==> src/rtl/tw_pkg.sv <==
package tw_pkg;

  typedef enum logic [1:0] {
    SEL_X = 2'd0,
    SEL_A = 2'd1,
    SEL_B = 2'd2
  } divSel_e;

  typedef enum logic [3:0] {
    ST_IDLE, ST_CHK, ST_DIVX, ST_GRABX, ST_GCD,
    ST_DIVA, ST_GRABA, ST_DIVB, ST_GRABB, ST_FIN
  } twState_e;

  typedef struct packed {
    logic    cap;
    logic    divLoad;
    divSel_e divSel;
    logic    divStep;
    logic    grabX;
    logic    gcdStep;
    logic    grabA;
    logic    grabB;
    logic    finish;
  } twStrobe_t;

endpackage

==> src/rtl/tw_divider.sv <==
module tw_divider #(
  parameter int WORD_W = 32,
  parameter int DIVS_W = 2 * WORD_W
) (
  input  logic              clk,
  input  logic              rstN,
  input  logic              load,
  input  logic              step,
  input  logic [DIVS_W-1:0] hiIn,
  input  logic [WORD_W-1:0] loIn,
  input  logic [DIVS_W-1:0] dIn,
  output logic [WORD_W-1:0] quot,
  output logic [DIVS_W-1:0] rem
);
  logic [DIVS_W-1:0] remReg, dReg;
  logic [WORD_W-1:0] loReg, quotReg;
  logic              loaded;
  logic [DIVS_W:0]   trial, diff;
  logic              fits;

  always_comb begin
    trial = {remReg, loReg[WORD_W-1]};
    diff  = trial - {1'b0, dReg};
    fits  = trial >= {1'b0, dReg};
  end

  always_ff @(posedge clk) begin
    if (!rstN) begin
      remReg  <= '0;
      dReg    <= '0;
      loReg   <= '0;
      quotReg <= '0;
      loaded  <= 1'b0;
    end else if (load) begin
      remReg  <= hiIn;
      dReg    <= dIn;
      loReg   <= loIn;
      quotReg <= '0;
      loaded  <= 1'b1;
    end else if (step) begin
      remReg  <= fits ? diff[DIVS_W-1:0] : trial[DIVS_W-1:0];
      loReg   <= {loReg[WORD_W-2:0], 1'b0};
      quotReg <= {quotReg[WORD_W-2:0], fits};
    end
  end

  assign quot = quotReg;
  assign rem  = remReg;

  // a restoring step is only correct while the partial remainder is below the divisor
  p_rem_below_r2: assert property (@(posedge clk) disable iff (!rstN)
    loaded |-> (remReg < dReg));

endmodule

==> src/rtl/tw_ctrl.sv <==
module tw_ctrl
  import tw_pkg::*;
#(
  parameter int WORD_W = 32
) (
  input  logic      clk,
  input  logic      rstN,
  input  logic      start,
  input  logic      inputOk,
  input  logic      remZero,
  input  logic      gcdDone,
  output twStrobe_t st,
  output logic      busy
);
  localparam int CNT_W = $clog2(WORD_W);
  localparam logic [CNT_W-1:0] LAST_STEP = CNT_W'(WORD_W - 1);

  twState_e state, nextState;
  logic [CNT_W-1:0] cnt;
  logic inDiv;

  always_comb begin
    st        = '0;
    st.divSel = SEL_X;
    nextState = state;
    inDiv     = 1'b0;
    unique case (state)
      ST_IDLE: if (start) begin
        st.cap    = 1'b1;
        nextState = ST_CHK;
      end
      ST_CHK: begin
        if (inputOk) begin
          st.divLoad = 1'b1;
          st.divSel  = SEL_X;
          nextState  = ST_DIVX;
        end else begin
          nextState = ST_FIN;
        end
      end
      ST_DIVX: begin
        inDiv      = 1'b1;
        st.divStep = 1'b1;
        if (cnt == LAST_STEP) nextState = ST_GRABX;
      end
      ST_GRABX: begin
        st.grabX  = 1'b1;
        nextState = remZero ? ST_FIN : ST_GCD;
      end
      ST_GCD: begin
        if (gcdDone) begin
          st.divLoad = 1'b1;
          st.divSel  = SEL_A;
          nextState  = ST_DIVA;
        end else begin
          st.gcdStep = 1'b1;
        end
      end
      ST_DIVA: begin
        inDiv      = 1'b1;
        st.divStep = 1'b1;
        st.divSel  = SEL_A;
        if (cnt == LAST_STEP) nextState = ST_GRABA;
      end
      ST_GRABA: begin
        st.grabA   = 1'b1;
        st.divLoad = 1'b1;
        st.divSel  = SEL_B;
        nextState  = ST_DIVB;
      end
      ST_DIVB: begin
        inDiv      = 1'b1;
        st.divStep = 1'b1;
        st.divSel  = SEL_B;
        if (cnt == LAST_STEP) nextState = ST_GRABB;
      end
      ST_GRABB: begin
        st.grabB  = 1'b1;
        nextState = ST_FIN;
      end
      ST_FIN: begin
        st.finish = 1'b1;
        nextState = ST_IDLE;
      end
      default: nextState = ST_IDLE;
    endcase
  end

  always_ff @(posedge clk) begin
    if (!rstN) begin
      state <= ST_IDLE;
      cnt   <= '0;
    end else begin
      state <= nextState;
      cnt   <= inDiv ? cnt + 1'b1 : '0;
    end
  end

  assign busy = (state != ST_IDLE);

endmodule

==> src/rtl/tw_datapath.sv <==
module tw_datapath
  import tw_pkg::*;
#(
  parameter int WORD_W = 32
) (
  input  logic                clk,
  input  logic                rstN,
  input  twStrobe_t           st,
  input  logic [2*WORD_W-1:0] mIn,
  input  logic [2*WORD_W-1:0] nIn,
  output logic                inputOk,
  output logic                remZero,
  output logic                gcdDone,
  output logic [WORD_W-1:0]   xOut,
  output logic [WORD_W-1:0]   aOut,
  output logic [WORD_W-1:0]   bOut,
  output logic                validOut,
  output logic                modOut,
  output logic                doneOut
);
  localparam int RATIO_W = 2 * WORD_W;
  localparam int K_W     = $clog2(RATIO_W);

  logic [RATIO_W-1:0] mReg, nReg, yReg, gu, gv, gcdVal;
  logic [K_W-1:0]     gk;
  logic [WORD_W-1:0]  xReg, aReg, bReg;
  logic               validReg, modReg, doneReg;
  logic [RATIO_W-1:0] divHi, divD, divRem;
  logic [WORD_W-1:0]  divLo, divQuot;
  logic [WORD_W-1:0]  nHi, nLo;
  logic               smallOk, bigOk, ratioOk;

  always_comb begin
    nHi     = nReg[RATIO_W-1:WORD_W];
    nLo     = nReg[WORD_W-1:0];
    smallOk = ((nHi == '0) && (nLo >= WORD_W'(3))) || ((nHi == WORD_W'(1)) && (nLo == '0));
    bigOk   = (nLo == '0) && (nHi >= WORD_W'(2));
    ratioOk = {mReg, 1'b0} < {1'b0, nReg};
    inputOk = (smallOk || bigOk) && ratioOk;
    gcdVal  = (gu | gv) << gk;
    gcdDone = (gu == '0) || (gv == '0);
    remZero = (divRem == '0);
  end

  always_comb begin
    unique case (st.divSel)
      SEL_X: begin
        divHi = mReg;
        divLo = '0;
        divD  = nReg;
      end
      SEL_A: begin
        divHi = {{WORD_W{1'b0}}, yReg[RATIO_W-1:WORD_W]};
        divLo = yReg[WORD_W-1:0];
        divD  = gcdVal;
      end
      default: begin
        divHi = {{WORD_W{1'b0}}, nHi};
        divLo = nLo;
        divD  = gcdVal;
      end
    endcase
  end

  tw_divider #(.WORD_W(WORD_W), .DIVS_W(RATIO_W)) u_div (
    .clk  (clk),
    .rstN (rstN),
    .load (st.divLoad),
    .step (st.divStep),
    .hiIn (divHi),
    .loIn (divLo),
    .dIn  (divD),
    .quot (divQuot),
    .rem  (divRem)
  );

  always_ff @(posedge clk) begin
    if (!rstN) begin
      mReg <= '0; nReg <= '0; yReg <= '0;
      gu <= '0; gv <= '0; gk <= '0;
      xReg <= '0; aReg <= '0; bReg <= '0;
      validReg <= 1'b0; modReg <= 1'b0; doneReg <= 1'b0;
    end else begin
      doneReg <= st.finish;
      if (st.cap) begin
        mReg <= mIn; nReg <= nIn; yReg <= '0;
        xReg <= '0; aReg <= '0; bReg <= '0;
        validReg <= 1'b0; modReg <= 1'b0;
      end
      if (st.grabX) begin
        xReg <= divQuot;
        yReg <= divRem;
        gu   <= divRem;
        gv   <= nReg;
        gk   <= '0;
        if (divRem == '0) bReg <= WORD_W'(1);
      end
      if (st.gcdStep) begin
        if (!gu[0] && !gv[0]) begin
          gu <= gu >> 1;
          gv <= gv >> 1;
          gk <= gk + 1'b1;
        end else if (!gu[0]) begin
          gu <= gu >> 1;
        end else if (!gv[0]) begin
          gv <= gv >> 1;
        end else if (gu >= gv) begin
          gu <= gu - gv;
        end else begin
          gv <= gv - gu;
        end
      end
      if (st.grabA) aReg <= divQuot;
      if (st.grabB) bReg <= divQuot;
      if (st.finish) begin
        validReg <= inputOk;
        modReg   <= inputOk && (yReg != '0);
      end
    end
  end

  assign xOut     = xReg;
  assign aOut     = aReg;
  assign bOut     = bReg;
  assign validOut = validReg;
  assign modOut   = modReg;
  assign doneOut  = doneReg;

  // the binary GCD must never be stepped once an operand has reached zero
  p_gcd_live_r3: assert property (@(posedge clk) disable iff (!rstN)
    st.gcdStep |-> ((gu != '0) && (gv != '0)));

endmodule

==> src/rtl/rational_tuning_calc.sv <==
module rational_tuning_calc
  import tw_pkg::*;
#(
  parameter int WORD_W = 32
) (
  input  logic                clk,
  input  logic                rstN,
  input  logic                start,
  input  logic [2*WORD_W-1:0] ratioM,
  input  logic [2*WORD_W-1:0] ratioN,
  output logic [WORD_W-1:0]   wordX,
  output logic [WORD_W-1:0]   fracA,
  output logic [WORD_W-1:0]   fracB,
  output logic                resultValid,
  output logic                modNeeded,
  output logic                done
);
  twStrobe_t st;
  logic inputOk, remZero, gcdDone, busy;

  tw_ctrl #(.WORD_W(WORD_W)) u_ctrl (
    .clk     (clk),
    .rstN    (rstN),
    .start   (start),
    .inputOk (inputOk),
    .remZero (remZero),
    .gcdDone (gcdDone),
    .st      (st),
    .busy    (busy)
  );

  tw_datapath #(.WORD_W(WORD_W)) u_dp (
    .clk      (clk),
    .rstN     (rstN),
    .st       (st),
    .mIn      (ratioM),
    .nIn      (ratioN),
    .inputOk  (inputOk),
    .remZero  (remZero),
    .gcdDone  (gcdDone),
    .xOut     (wordX),
    .aOut     (fracA),
    .bOut     (fracB),
    .validOut (resultValid),
    .modOut   (modNeeded),
    .doneOut  (done)
  );

  p_reject_zero_r4: assert property (@(posedge clk) disable iff (!rstN)
    (done && !resultValid) |-> ((wordX == '0) && (fracA == '0) && (fracB == '0) && !modNeeded));

  p_exact_word_r6: assert property (@(posedge clk) disable iff (!rstN)
    (done && resultValid && !modNeeded) |-> ((fracA == '0) && (fracB == WORD_W'(1))));

  p_proper_frac_r7: assert property (@(posedge clk) disable iff (!rstN)
    (done && modNeeded) |-> (resultValid && (fracA != '0) && (fracA < fracB)));

  p_hold_idle_r8: assert property (@(posedge clk) disable iff (!rstN)
    (!busy && !start) |=> $stable({wordX, fracA, fracB, resultValid, modNeeded}));

endmodule

==> config.mk <==
export PLATFORM = sky130hd
export DESIGN_NAME = rational_tuning_calc
export DESIGN_NICKNAME = d
export VERILOG_FILES = /design/src/rtl/tw_pkg.sv /design/src/rtl/tw_divider.sv /design/src/rtl/tw_ctrl.sv /design/src/rtl/tw_datapath.sv /design/src/rtl/rational_tuning_calc.sv
export SDC_FILE = /design/constraint.sdc
export NUM_CORES = 2
export LEC_CHECK = 0
export BUFFER_PORTS_ARGS = -buffer_cell sky130_fd_sc_hd__buf_2
export CAP_MARGIN = 0
export CORE_MARGIN = 5
export CORE_UTILIZATION = 40
export CTS_CLUSTER_SIZE = 8
export DETAILED_ROUTE_END_ITERATION = 16
export GPL_TIMING_DRIVEN = 0
export PLACE_DENSITY_LB_ADDON = 0.12
export SYNTH_ARGS = -nofsm -noshare
export SYNTH_HDL_FRONTEND = slang
export SYNTH_SLANG_ARGS = --single-unit
==> constraint.sdc <==
create_clock -name clk -period 4.4 [get_ports clk]
set_clock_uncertainty 0.2 [all_clocks]
set_input_delay 0.88 -clock clk [delete_from_list [all_inputs] [get_ports clk]]
set_output_delay 0.88 -clock clk [all_outputs]
set_load 0.05 [all_outputs]
# Word-level counts from Yosys, hierarchy flattened
# Index checks and enable logic that the tools add are counted.
# word_totals
out_inout_bits,99
wordCells,132
input_bits,131
reg_bits,626
# classes
n_bitwise,2
n_shift,1
magnitude_cmp,5
reduce_logical,28
addsub,5
mux,56
eq_ne,17
# ops
op,count
$mux W64,18
$mux W32,9
$logic_not A64 Y1,3
$sub A64 B64 Y64,3
$pmux W64 S2,1
$ge A65 B64 Y1,1
$lt A65 B64 Y1,1
$ge A32 B2 Y1 const B,2
$ge A64 B64 Y1,1
$logic_not A32 Y1,2
$or A64 B64 Y64,1
$pmux W32 S2,1
$reduce_bool A64 Y1,1
$shl A64 B6 Y64,1
$pmux W4 S9,1
$eq A32 B1 Y1 const B,1
$mux W4,7
$mux W6,3
$eq A4 B3 Y1 const B,4
$mux W1,12
$eq A4 B2 Y1 const B,2
$eq A4 B4 Y1 const B,2
$pmux W2 S4,1
$reduce_bool A2 Y1,4
other kinds (19),32

# Logic depth before layout (Yosys ltp)
# logic_depth
ltp_word,10
depth_mapped,18
depth_no_buf,15

# By module
# Synthesis repeated with hierarchy kept, for this count alone.
# unflattened
hier_cells,6137
hier_area_um2,47076.4
# modules_own_cells
module,instances,area_per_inst_um2,seq_area_each_um2,cells_each
tw_datapath,1,34177.8,8508.2,4568
tw_divider,1,12293.0,3843.7,1491
tw_ctrl,1,605.6,180.2,78

# Worst setup path after synthesis
# Ideal clock, no wire load.
# synth_timing
path_kind,reg2reg
startpoint,register u_dp.gu[0]
endpoint,register u_dp.gu[62]
setup_ps,132
n_path_buf,1
stages_incl_launch_ff,17
required_ps,4068
arrival_time_ps,3710
path_slack_ps,357
cell_sequence,dfxtp_1 clkbuf_1 inv_1 ha_1 fa_1 o21bai_1 a21oi_1 o21a_1 o211a_1 o31a_1 o211a_1 o31ai_1 a221oi_2 o31a_1 a21oi_1 xor2_1 a21oi_1
# synth_via
elab_chain_cells,6
# synth_lines
element,line_no,text
start: declaration,tw_datapath.sv:24,"logic [RATIO_W-1:0] mReg, nReg, yReg, gu, gv, gcdVal;"
start signal: assignment,tw_datapath.sv:93,gu <= divRem;
start signal: assignment,tw_datapath.sv:100,gu <= gu >> 1;
start signal: assignment,tw_datapath.sv:104,gu <= gu >> 1;
$sub A64 B64 Y64 or $ge A64 B64 Y1 (tied branches),"tw_datapath.sv:108, tw_datapath.sv:107",
$mux W64,tw_datapath.sv:107,end else if (gu >= gv) begin
$mux W64,tw_datapath.sv:105,end else if (!gv[0]) begin
$mux W64,tw_datapath.sv:103,end else if (!gu[0]) begin
$mux W64,tw_datapath.sv:99,if (!gu[0] && !gv[0]) begin
$mux W64 *,tw_datapath.sv:98,if (st.gcdStep) begin
# Every way passes the cells marked *; elsewhere a longest branch is shown, timed or not.
# A chain may end at the register's enable or synchronous reset.

# Worst setup path after layout
# layout_timing
startpoint,register u_dp.gu[39]
endpoint,register u_dp.gv[61]
# layout_via
elab_chain_cells,6
# layout_lines
element,line_no,text
$sub A64 B64 Y64 or $ge A64 B64 Y1 (tied branches),"tw_datapath.sv:110, tw_datapath.sv:107",
$mux W64,tw_datapath.sv:107,
$mux W64,tw_datapath.sv:105,
$mux W64,tw_datapath.sv:103,
$mux W64,tw_datapath.sv:99,
$mux W64 *,tw_datapath.sv:98,
end signal: assignment,tw_datapath.sv:101,gv <= gv >> 1;
end signal: assignment,tw_datapath.sv:106,gv <= gv >> 1;
end signal: assignment,tw_datapath.sv:110,gv <= gv - gu;
end: declaration,tw_datapath.sv:24,
# Marks and branches as above.

==> metrics.cfg <==
[placed_design]
gp_congestion = 1.101
dp.cells = 7850
io_buffer_count = 228
dp_hpwl_mm = 216.6

[critical_path]
cp_top_family = simple AND/OR/NAND/NOR gates
critPathBufInv = 3
crit_path_top_delay_cell = nand4_1
required_ns = 4.76
path_max_fanout = 10
crit_path_end_kind = flip-flop
critPathArrivalTime_ns = 4.94
worstSetupStartpoint = u_dp.gu[39]
startpoint_type = flip-flop
max_stage_delay_ns = 0.55
timing.rr.start = u_dp.gu[39]
critical_path.cell_chain = nor4_4, nand4_1, nor4_2, buf_4, nor3_4, clkbuf_2, o21ai_1, clkbuf_2, a221oi_1, o21ai_0, a21oi_1
cp_common_cell = clkbuf_2
crit_type = reg2reg

[yosys]
ys_seq_area_share_pct = 28.12
synth_nets = 6584
synth_area_sq_um = 44570
yosys_register_bits = 626
synth_area_leaders = dfxtp_1 28%, a21oi_1 9.1%, ha_1 9.0%
yosys_warnings = 0
synth_top_cell_by_area = dfxtp_1
synth.distinct_cells = 89
async_flop_share_pct = 0
syn_avg_cell_area_sq_um = 7.272
synth_edf_count = 0
ys.flop_type = dfxtp_1
synth_top_area_share_pct = 28.12
yosysMostFrequentCell = nand2_1
synth_common_cells = 977 x nand2_1, 808 x a21oi_1, 626 x dfxtp_1
syn_inst = 6129

[power]
leakage_nw = 19.95
p_per_area_nw_per_um2 = 660.8
vdd_drop_max_v = 0.002557

[route]
ant_nets = 0
vias = 51839
route.detailed.drc = 0
wire_per_inst_um = 33.16
routed_via_density = 6.480
drtIter0Drc = 6854
dr.pass1.iters = 10
wirelength_mm = 265.3

[grt]
grt_max_degree = 20
grt_overflow_total = 0
antenna_found_initial = 45
grt_pass1_vias = 47394
grtUsageTotal_pct = 42.74
grt_pass1_wl_mm = 362.1

[timing]
tightest_slew_ns = 1.608
layout_min_cycle_time_ns = 4.575
finalHoldViolCount = 0
setup_violations = 98
rsz0062_at_grt = yes
holdWs_ns = 0.1955
fin_crit_sh_pct = 104.0
slew_viol_final = 34
fmax_mhz = 218.6
max_slew_margin_pct = -7.198
setup_slack_ns = -0.1749

[final_layout]
fin_cells = 8000
fin_nets = 6934
drive_gt1_share_pct = 13.39
area_growth_syn_to_layout_pct = 17.58
fin_util_pct = 47.35

[floorplanning]
core_area_sq_um = 110700
die-height_um = 343.8
ios = 230
initial_core_util_pct = 40.27
die_area_sq_um = 118200
die_w_um = 343.8
fp-row-count = 122

[clock_tree]
clock_latency_ns = 0.73
cts_sinks = 626
cts_made_buffers = 89
cts_tree = done
clkTransAtPathRegs_ns = 0.06
cts_root_buf = clkbuf_16
htreeDepth = 3
hold_buffers = 0
cts.path.max_buffers = 3

[min_path]
min-delay-start = ratioM[53]
hp-class = in2reg

[run_status]
violations = max-capacitance violations, max-slew violations, negative setup slack
outcome = finished with violations

[flow_run]
drv_cap = 3

-- per-layer routing --
metal / wire (um) / vias to the layer above / track usage [%] / share of wire (%)
met5: 161 / - / 0 / 0.061
met4: 17570 / 24 / 22.21 / 6.6
met3: 34150 / 669 / 13.88 / 13
met2: 105100 / 3391 / 60.61 / 40
met1: 108300 / 25214 / 57.73 / 41
li1: - / 22541 / - / -
-- through the flow --
step / power, mW / TNS (ns) / cell area [sq um] / worst slack [ns]
2_1_floorplan: 18.77 / 0 / 44570 / 0.3573
3_3_place_gp: 25.49 / -649.92 / 47570 / -2.506
3_5_place_dp: 25.51 / -339.92 / 47640 / -2.108
4_1_cts: 32.78 / 0 / 51150 / 0.0005120
5_1_grt: 35.81 / -1.739 / 52360 / -0.09769
6_report: 34.63 / -3.905 / 52400 / -0.1749
-- flip-flops by register name (all words and copies together), names as in the netlist, 64 cells and up --
register	cells
u_dp.u_div.rem	64
u_dp.gu	64
u_dp.yReg	64
u_dp.mReg	64
u_dp.nReg	64
u_dp.gv	64
u_dp.u_div.dReg	64
-- path summary, 6_finish.rpt --
| path | to | slack (ns) | cells after the start |
|---|---|---|---|
| max reg2reg | u_dp.gv[61] | -0.17 | 11 |
| min reg2reg | u_ctrl.cnt[0] | 0.25 | 1 |
| min | u_dp.mReg[53] | 0.20 | 3 |
| max | u_dp.gv[61] | -0.17 | 11 |
-- repair_timing --
action | CTS | global route
endpoints found under the setup margin | 326 | 323
gates cloned | 0 | 4
pin swaps | 23 | 60
resized for setup | 256 | 284
setup buffers | 21 | 21
-- cells by family after synthesis --
group | after synthesis | share of synthesized area (%)
AOI/OAI and AO/OA | 2000 | 28.03
xor gates and xnor gates | 175 | 3.439
buffers and inverters | 794 | 6.853
adders and majority gates | 324 | 9.147
muxes | 137 | 4.259
DFF | 626 | 28.12
and+or+nand+nor | 2073 | 20.15
-- cell type report --
cell class | count | area (sq um)
Antenna cell | 22 | 55.05
Buffer | 415 | 1888
Clock buffer | 93 | 2252
Clock inverter | 9 | 133.9
Fill cell | 11602 | 58270
Inverter | 358 | 1368
Multi-Input combinational cell | 4709 | 30540
Sequential cell | 626 | 12620
Tap cell | 1488 | 1862
Timing Repair Buffer | 280 | 1685
-- power breakdown --
group          total, mW  switching [mW]  internal, mW
Combinational       21.2            14.1          7.14
Sequential          6.96           0.885          6.08
Clock               6.43            2.82          3.61
Total               34.6            17.8          16.8
-- worst reg2reg max path, stage by stage (launching register included) --
cell	delay, ns
dfxtp_1	0.38
nor4_4	0.52
nand4_1	0.55
nor4_2	0.39
buf_4	0.25
nor3_4	0.12
clkbuf_2	0.45
o21ai_1	0.54
clkbuf_2	0.52
a221oi_1	0.15
o21ai_0	0.28
a21oi_1	0.09
-- cells in the final DEF (no fill, tap or decap), types with 44 or more instances in the layout --
cell type	count
a211oi_1	76
a21o_1	78
a21oi_1	753
a221oi_1	72
a22oi_1	74
a31oi_1	44
buf_2	245
buf_4	49
clkbuf_1	303
clkbuf_16	93
dfxtp_1	570
dfxtp_2	50
ha_1	307
inv_1	341
mux2i_1	85
nand2_1	973
nand3_1	136
nand4_1	59
nor2_1	517
nor3_1	77
nor4_1	109
o21ai_0	348
o21bai_1	57
o221ai_1	51
xnor2_1	139
Power figures use the tool's default switching activity.
